### src/rtl/idxcfg_pkg.sv
package idxcfg_pkg;
    localparam int ADDR_W     = 16;
    localparam int DATA_W     = 8;
    localparam int NUM_EXT    = 4;
    localparam int OFF_W      = $clog2(NUM_EXT);
    localparam logic [ADDR_W-1:0] IDX_PORT  = 16'h0022;
    localparam logic [ADDR_W-1:0] DATA_PORT = 16'h0023;
    localparam logic [DATA_W-1:0] CTL_INDEX = 8'hC3;
    localparam logic [DATA_W-1:0] EXT_BASE  = 8'hB8;
    localparam int MAP_BIT    = 4;
    localparam logic [DATA_W-1:0] IDLE_DATA = 8'hFF;

    typedef enum logic [1:0] {
        PORT_NONE  = 2'd0,
        PORT_INDEX = 2'd1,
        PORT_DATA  = 2'd2
    } port_kind_e;

    typedef struct packed {
        logic              wr;
        logic              rd;
        logic [DATA_W-1:0] wdata;
    } port_acc_t;

    function automatic logic in_ext(input logic [DATA_W-1:0] idx);
        return ({1'b0, idx} >= {1'b0, EXT_BASE}) &&
               ({1'b0, idx} <  ({1'b0, EXT_BASE} + (DATA_W+1)'(NUM_EXT)));
    endfunction

    function automatic logic [OFF_W-1:0] ext_off(input logic [DATA_W-1:0] idx);
        logic [DATA_W-1:0] d;
        d = idx - EXT_BASE;
        return d[OFF_W-1:0];
    endfunction
endpackage

### src/rtl/idxcfg_decode.sv
module idxcfg_decode
    import idxcfg_pkg::*;
(
    input  logic               clk,
    input  logic               rst,
    input  logic [ADDR_W-1:0]  io_addr,
    input  logic               io_rd,
    input  logic               io_wr,
    input  logic [DATA_W-1:0]  io_wdata,
    output port_kind_e         kind,
    output port_acc_t          acc
);
    logic strobe;

    always_comb begin
        strobe    = io_rd | io_wr;
        acc.wr    = io_wr;
        acc.rd    = io_rd & ~io_wr;
        acc.wdata = io_wdata;
        if (!strobe)
            kind = PORT_NONE;
        else if (io_addr == IDX_PORT)
            kind = PORT_INDEX;
        else if (io_addr == DATA_PORT)
            kind = PORT_DATA;
        else
            kind = PORT_NONE;
    end

    // a combined strobe never counts as a read
    a_r11_write_wins: assert property (@(posedge clk) disable iff (rst)
        (io_rd && io_wr) |-> (acc.wr && !acc.rd));
    // claimed kinds only appear under a strobe
    a_r1_need_strobe: assert property (@(posedge clk) disable iff (rst)
        (kind != PORT_NONE) |-> (io_rd || io_wr));
endmodule

### src/rtl/idxcfg_index.sv
module idxcfg_index
    import idxcfg_pkg::*;
(
    input  logic               clk,
    input  logic               rst,
    input  port_kind_e         kind,
    input  port_acc_t          acc,
    output logic [DATA_W-1:0]  index,
    output logic               valid
);
    logic idx_wr, data_use;

    always_comb begin
        idx_wr   = (kind == PORT_INDEX) && acc.wr;
        data_use = (kind == PORT_DATA) && (acc.wr || acc.rd);
    end

    always_ff @(posedge clk) begin
        if (rst) begin
            index <= '0;
            valid <= 1'b0;
        end else if (idx_wr) begin
            index <= acc.wdata;
            valid <= 1'b1;
        end else if (data_use) begin
            valid <= 1'b0;
        end
    end

    // any data access leaves no index selected
    a_r3_index_consumed: assert property (@(posedge clk) disable iff (rst)
        data_use |=> !valid);
    // the index latch follows index-port writes
    a_r10_index_latch: assert property (@(posedge clk) disable iff (rst)
        idx_wr |=> (valid && index == $past(acc.wdata)));
endmodule

### src/rtl/idxcfg_regs.sv
module idxcfg_regs
    import idxcfg_pkg::*;
(
    input  logic               clk,
    input  logic               rst,
    input  logic               data_wr,
    input  logic [DATA_W-1:0]  wdata,
    input  logic [DATA_W-1:0]  index,
    input  logic               valid,
    output logic [DATA_W-1:0]  rdata,
    output logic [1:0]         base_hi
);
    logic [DATA_W-1:0] ctl_q;
    logic [DATA_W-1:0] ext_q [NUM_EXT];
    logic              map_open, hit_ctl, sel_ext, hit_ext;
    logic [OFF_W-1:0]  off;

    always_comb begin
        map_open = ctl_q[MAP_BIT];
        hit_ctl  = valid && (index == CTL_INDEX);
        sel_ext  = valid && in_ext(index);
        hit_ext  = sel_ext && map_open;
        off      = ext_off(index);
        if (hit_ctl)
            rdata = ctl_q;
        else if (hit_ext)
            rdata = ext_q[off];
        else
            rdata = IDLE_DATA;
        base_hi = ext_q[0][1:0];
    end

    always_ff @(posedge clk) begin
        if (rst)
            ctl_q <= '0;
        else if (data_wr && hit_ctl)
            ctl_q <= wdata;
    end

    for (genvar g = 0; g < NUM_EXT; g++) begin : g_ext
        logic we;
        assign we = data_wr && hit_ext && (off == OFF_W'(g));
        always_ff @(posedge clk) begin
            if (rst)
                ext_q[g] <= '0;
            else if (we)
                ext_q[g] <= wdata;
        end
        // a closed map blocks every extended write
        a_r5_closed_hold: assert property (@(posedge clk) disable iff (rst)
            (data_wr && sel_ext && !map_open) |=> $stable(ext_q[g]));
        // reset clears every extended register
        a_r8_ext_reset: assert property (@(posedge clk)
            $past(rst) |-> (ext_q[g] == '0));
    end

    // reset closes the map
    a_r8_ctl_reset: assert property (@(posedge clk)
        $past(rst) |-> (ctl_q == '0));
    // control writes land regardless of map state
    a_r4_ctl_write: assert property (@(posedge clk) disable iff (rst)
        (data_wr && hit_ctl) |=> (ctl_q == $past(wdata)));
endmodule

### src/rtl/idxcfg_port.sv
module idxcfg_port
    import idxcfg_pkg::*;
(
    input  logic         clk,
    input  logic         rst,
    input  logic [15:0]  io_addr,
    input  logic         io_rd,
    input  logic         io_wr,
    input  logic [7:0]   io_wdata,
    output logic [7:0]   io_rdata,
    output logic         io_claim,
    output logic [31:0]  gbase_addr
);
    port_kind_e        kind;
    port_acc_t         acc;
    logic [DATA_W-1:0] index, reg_rdata;
    logic              valid;
    logic [1:0]        base_hi;

    idxcfg_decode u_dec (
        .clk(clk), .rst(rst), .io_addr(io_addr), .io_rd(io_rd),
        .io_wr(io_wr), .io_wdata(io_wdata), .kind(kind), .acc(acc)
    );

    idxcfg_index u_idx (
        .clk(clk), .rst(rst), .kind(kind), .acc(acc),
        .index(index), .valid(valid)
    );

    idxcfg_regs u_regs (
        .clk(clk), .rst(rst),
        .data_wr(kind == PORT_DATA && acc.wr), .wdata(acc.wdata),
        .index(index), .valid(valid), .rdata(reg_rdata), .base_hi(base_hi)
    );

    always_comb begin
        io_claim   = (kind != PORT_NONE);
        gbase_addr = {base_hi, 30'b0};
        case (kind)
            PORT_INDEX: io_rdata = index;
            PORT_DATA:  io_rdata = reg_rdata;
            default:    io_rdata = '0;
        endcase
    end

    // base register write shows on the base output next cycle
    a_r7_base_follow: assert property (@(posedge clk) disable iff (rst)
        (kind == PORT_DATA && acc.wr && valid && index == EXT_BASE &&
         reg_rdata != IDLE_DATA && base_hi == reg_rdata[1:0])
        |=> (gbase_addr[31:30] == $past(acc.wdata[1:0])));
    // unclaimed cycles drive zero data
    a_r1_quiet_bus: assert property (@(posedge clk) disable iff (rst)
        !io_claim |-> (io_rdata == 8'h00));
endmodule

### config.mk
export PLATFORM = sky130hd
export DESIGN_NAME = idxcfg_port
export DESIGN_NICKNAME = d
export VERILOG_FILES = /design/src/rtl/idxcfg_pkg.sv /design/src/rtl/idxcfg_decode.sv /design/src/rtl/idxcfg_index.sv /design/src/rtl/idxcfg_regs.sv /design/src/rtl/idxcfg_port.sv
export SDC_FILE = /design/constraint.sdc
export NUM_CORES = 1
export LEC_CHECK = 0
export ABC_AREA = 1
export BUFFER_PORTS_ARGS = -buffer_cell sky130_fd_sc_hd__buf_2
export CAP_MARGIN = 20
export CORE_UTILIZATION = 59
export DETAILED_ROUTE_END_ITERATION = 10
export GPL_TIMING_DRIVEN = 0
export PLACE_DENSITY = 0.86
export RECOVER_POWER = 25
export SYNTH_ARGS = -nofsm -noshare
export SYNTH_HDL_FRONTEND = slang
export SYNTH_HIERARCHICAL = 1
export SYNTH_SLANG_ARGS = --single-unit
### constraint.sdc
create_clock -name clk -period 4.6 [get_ports clk]
set_clock_uncertainty 0.05 [all_clocks]
set_input_delay 0 -clock clk [delete_from_list [all_inputs] [get_ports clk]]
set_output_delay 0 -clock clk [all_outputs]
set_load 0.02 [all_outputs]
==> results of run 1 <==
cell families (layout without fill, tap and decap cells):
kind of cell | after synthesis | after routing | synth area share
other cells | 1 | 30 | 0.00123
flops | 49 | 49 | 0.426
compound gates | 17 | 17 | 0.0291
simple gates | 209 | 209 | 0.348
fa+ha+maj | 3 | 3 | 0.0123
buf+inv | 100 | 144 | 0.183
Yosys cell counts, drive strengths merged:
master / n
nand2: 92
nor2: 48
buf: 47
inv: 47
edfxtp: 32
nor3: 32
nand4: 30
a21oi: 17
dfxtp: 17
clkbuf: 5
nand3: 4
ha: 3
or2: 2
and2: 1
clkinv: 1
conb: 1
through the flow:
stage                      util  area [um^2]  power, mW  hold WS [ns]
final                     0.717         3480      0.830        0.0468
after global routing      0.717         3480      0.858        0.0579
after CTS                 0.732         3550      0.832        0.0127
after detailed placement  0.699         3390      0.593         0.253
after global placement    0.699         3390      0.591         0.249
after floorplan               -         3160      0.571         0.240
layout make-up:
class,instances,area share
Clock inverter,2,0.00324
Inverter,48,0.0518
Sequential cell,49,0.374
Timing Repair Buffer,37,0.0637
Buffer,52,0.104
Tap cell,67,0.0241
Multi-Input combinational cell,259,0.359
Clock buffer,5,0.0198
worst reg2reg max path: stages, from the launching register on:
cell	delay, ns
dfxtp_1	0.48
inv_1	0.09
nor2_2	0.32
nand4_1	0.44
nand2_1	0.45
timing repair:
action / CTS / global route
endpoints found under the hold margin: 8 / 0
endpoints found under the setup margin: 0 / 0
hold buffers: 8 / 0
power by group through the flow:
stage | clock network, mW | logic (mW) | registers [mW]
after detailed placement | 0 | 0.0972 | 0.496
after floorplan | 0 | 0.0769 | 0.494
final | 0.240 | 0.104 | 0.486
after global placement | 0 | 0.0959 | 0.495
after global routing | 0.258 | 0.112 | 0.487
after CTS | 0.244 | 0.103 | 0.486
state kept, by name, summed over array words and instances, names as in the netlist:
name and flops:
u_idx/index 8, u_regs/ext_q 32, u_idx/valid 1, u_regs/ctl_q 8
path summary, 6_finish.rpt:
check / slack (ns) / to / cells past startpoint
setup / recovery: 2.03 / u_regs/ext_q[0][7] / 13
hold / removal: 0.05 / u_idx/index[4] / 2
setup reg to reg: 2.45 / u_regs/ext_q[1][2] / 4
hold reg to reg: 0.46 / u_idx/valid / 2
routing by layer:
metal	vias up	global-route usage	part of all wire	routed length [um]
met5	-	0	0	0
met4	0	0.158	0.044	312
met3	32	0.0480	0.10	720
met2	186	0.441	0.47	3350
met1	1182	0.365	0.39	2770
li1	1313	-	-	-
==> metrics, run 1 <==
# nets final=483; maximum VDD drop=0.198 mV; status=complete, no violations; TNS Setup=0 ns; Storage cell area=0.00130 mm^2; Critical Path RT=4.52 ns; drt initial violations=330; Multi-input gate area=0.00125 mm^2; max_cap viols=0; Post-CTS Setup Repair Bufs=0; GPL Wtd Cong=0.889; RSZ-0062 raised after global routing=no; syn_area_per_cell=8.05 um^2; setup ws final=2.03 ns; # setup viols final=0; WL final=7150 um; Top Ports=69; most frequent cells in the layout=91 x nand2_1, 45 x inv_1, 42 x buf_4, 40 x nor2_1, 32 x edfxtp_1; crit path buf inv count=5; total gr overflow=0; layout cell share with drive strength beyond 1=0.201; first-pass GRT wire length=11200 um; number of synthesis warnings=6; final hold vios=0; Int Power=0.625 mW; CTS tree=yes; Routed wire per std cell=13.8 um; worst rel slew slack=0.606; port bufs=29; Ant. Diodes=0; switch share=0.247; final cell count without fillers=519; Slowest cell on crit path=clkbuf_1; H-tree Lvls=2; largest net degree at the start of global routing=15; Seq/Total Area, Yosys=0.426; # clock sinks=49; Reg-to-Reg Start=u_idx/index[0]; Area Overhead vs Synth=13.9%; Cells after DPL=504; CP startpoint kind=primary input; Num CTS Buffers=5; vias in the first global route=2414; worst-path cell chain=buf_2 > inv_1 > nand2_1 > nor2_1 > nand3_1 > nor2_1 > ha_1 > clkbuf_1 > nand2_1 > inv_1 > clkbuf_1 > nand4_4 > nand2_1; CP top delay family=simple AND/OR/NAND/NOR gates; commonest non-fill, non-tap cell in the layout=nand2_1; clock latency on the worst-skew pair=0.30 ns; die area=0.00546 mm^2; Final period util=0.559; Sequential Power Share=0.585; Crit. Startpoint=io_addr[8]; NetSw=0.205 mW; CP most frequent cell=nand2_1; Synth cell types=27; Via density=5.23; Total Routing Usage GR=0.280; max incr delay on CP=0.49 ns; FMAX=389 MHz; area share of the largest cell type after synthesis=0.315; DR pass1 iterations=6; Row Count=25; Cell Pwr Density=239 mW/mm^2; Die H=73.9 um; Post-DP HPWL=5100 um; Yosys reg bits=49; min-delay src=rst; Synth area leaders=edfxtp_1 31%, nand2_1 11%, dfxtp_1 11%; Clk network pwr share=0.289; Root Buffer=clkbuf_8; Cells after Synth=379; Post-Place Worst Slack=2.21 ns; vias=2713; Hold WC Path Type=primary input to flop; combinational share of power=0.126; Pleak=1.50 nW; initial antenna violation count=0; most area-hungry cell type in the Yosys netlist=edfxtp_1; Worst-Margin Slew=0.590 ns; Crit Path Class=primary input to flop; min Tclk post-route=2.57 ns; Chip Width=73.9 um; Critical Path End Type=flop; WP data arrival=2.49 ns; Core Box Area=0.00485 mm^2; Clock Tree Buf Depth=2; fill cell count=394; Post-Syn Area=0.00305 mm^2; Clock transition at path regs=0.08 ns; Max Slew Vio Count=0; post-route ant nets=0; Max FO, Critical Path=10; Residual DRC=0; Gates resized, CTS repair=0; Starting Density=0.629
Note: power is estimated with default switching activity, not from simulation.
==> inputs of run 2 (changes only) <==
Settings changed: CORE_UTILIZATION 59 to 54, PLACE_DENSITY 0.86 to 0.8.
Clock period 4.6 ns to 2.7 ns, I/O delays scaled along.
==> run 2 against run 1 <==
  * Hold slack lost 0.029 ns
  * Non-clock buffer count is the same
  * Sequential share of layout area shrank 0.62 points
==> metrics, run 2 (synthesis gave the netlist of run 1 again) <==
DR pass1 iterations=4; layout cell share with drive strength beyond 1=0.214; hold depth=2; min Tclk post-route=2.09 ns; clock latency on the worst-skew pair=0.31 ns; Root Buffer=clkbuf_8; Pwr Total=1.56 mW; hold endpoint=u_idx/index[1]; first-pass GRT wire length=11000 um; Via density=5.02; # nets final=483; min-delay src=rst; Ant. Diodes=0; maximum VDD drop=0.403 mV; # clock sinks=49; FMAX=478 MHz; final hold vios=0; # setup viols final=0; status=complete, no violations; WL final=6710 um; Reg-to-Reg Start=u_idx/index[0]; Residual DRC=0; Largest regs=u_regs/ext_q: 32 flops, u_idx/index: 8 flops, u_regs/ctl_q: 8 flops; TNS Setup=0 ns; Total Routing Usage GR=0.240; DP Area=0.00340 mm^2; Chip Width=77.2 um; Starting Density=0.558; die area=0.00596 mm^2; Max Slew Vio Count=0; Row Count=27; total gr overflow=0; R2R setup slack=0.66 ns; Gates resized, CTS repair=0; post-route ant nets=0; RR Endpoint=u_regs/ext_q[1][1]; CP startpoint kind=flop; H-tree Lvls=2; Crit Path Class=flop to output pin; CTS tree=yes; Die H=77.2 um; Routed wire per std cell=12.8 um; Num CTS Buffers=5; Core Box Area=0.00547 mm^2; Final period util=0.774; Critical Path End Type=output pin; vias in the first global route=2303; WP data arrival=2.04 ns; Post-DP HPWL=4900 um; max_cap viols=0; max reg flops=32; drt initial violations=230; Clock Tree Buf Depth=2; Critical Path RT=2.65 ns; register name with the most flops=u_regs/ext_q; fill cell count=481; Cells after DPL=509; Pleak=1.53 nW; Cell Pwr Density=440 mW/mm^2; final cell count without fillers=525; largest net degree at the start of global routing=18; port bufs=29; most frequent cells in the layout=91 x nand2_1, 44 x inv_1, 43 x buf_4, 39 x nor2_1, 32 x edfxtp_1; RSZ-0062 raised after global routing=no; initial antenna violation count=0; Reg2Reg Depth=4; Area Overhead vs Synth=15.9%; Top Ports=69; Clock transition at path regs=0.10 ns; Max FO, Critical Path=9; commonest non-fill, non-tap cell in the layout=nand2_1; GPL Wtd Cong=0.975; vias=2636; post-layout instance area=0.00354 mm^2; Hold WC Path Type=primary input to flop
run 2: cell count changes in the layout (fill, tap and decap cells not counted), sizes merged:
cell and change:
clkbuf -2, clkinvlp -1, bufinv +1, inv +1, buf +2
run 2: report_power, final:
group / internal (mW) / switching (mW) / total, mW
Sequential: 0.819 / 0.00680 / 0.826
Combinational: 0.0708 / 0.110 / 0.181
Clock: 0.284 / 0.266 / 0.550
Total: 1.17 / 0.383 / 1.56
run 2: what timing repair did:
| item | in CTS | in global routing |
|---|---|---|
| setup buffers | 0 | 0 |
| endpoints found under the hold margin | 8 | 0 |
| hold buffers | 8 | 0 |
run 2: worst max-delay path by stage:
stage                    from                 end  slack [ns]  depth (start not counted)
2_1_floorplan      io_addr[8]  u_regs/ext_q[0][0]        0.76                         12
3_3_place_gp       io_addr[8]  u_regs/ext_q[0][0]        0.42                         13
3_5_place_dp       io_addr[8]  u_regs/ext_q[0][1]        0.37                         13
4_1_cts        u_idx/index[0]         io_rdata[4]        0.60                          9
5_1_grt            io_addr[9]  u_regs/ext_q[1][2]        0.42                         12
6_report       u_idx/index[1]         io_rdata[1]        0.61                          9
run 2: through the flow:
stage / hold slack (ns) / util / setup WS (ns)
finish: 0.0174 / 0.646 / 0.610
global route: 0.0323 / 0.646 / 0.424
CTS: 0.00461 / 0.657 / 0.599
detailed placement: 0.258 / 0.620 / 0.373
global placement: 0.248 / 0.620 / 0.417
floorplan: 0.240 / - / 0.760
run 2: per-layer routing:
layer / vias to the layer above / track usage / part of all wire
li1: 1308 / - / -
met1: 1177 / 0.316 / 0.42
met2: 134 / 0.387 / 0.47
met4: 0 / 0.102 / 0.026
met3: 17 / 0.0429 / 0.083
met5: - / 0 / 0
run 2: critical path: stages (launching register included):
cell and delay [ns]:
dfxtp_1 0.48, inv_1 0.09, nor2_2 0.34, nand2_1 0.10, nand4_1 0.17, nor2_1 0.06, nor2_1 0.12, nand2_1 0.07
a21oi_1 0.12, buf_2 0.18
run 2: area by class of cell:
cell class	count	area, um^2	area share
timing repair buffer	37	221	0.0626
multi-input combinational	259	1250	0.354
clock inverter	3	50.0	0.0142
clock buffer	5	68.8	0.0195
sequential	49	1300	0.368
tap	72	90.1	0.0255
buffer	52	372	0.105
inverter	48	180	0.0510
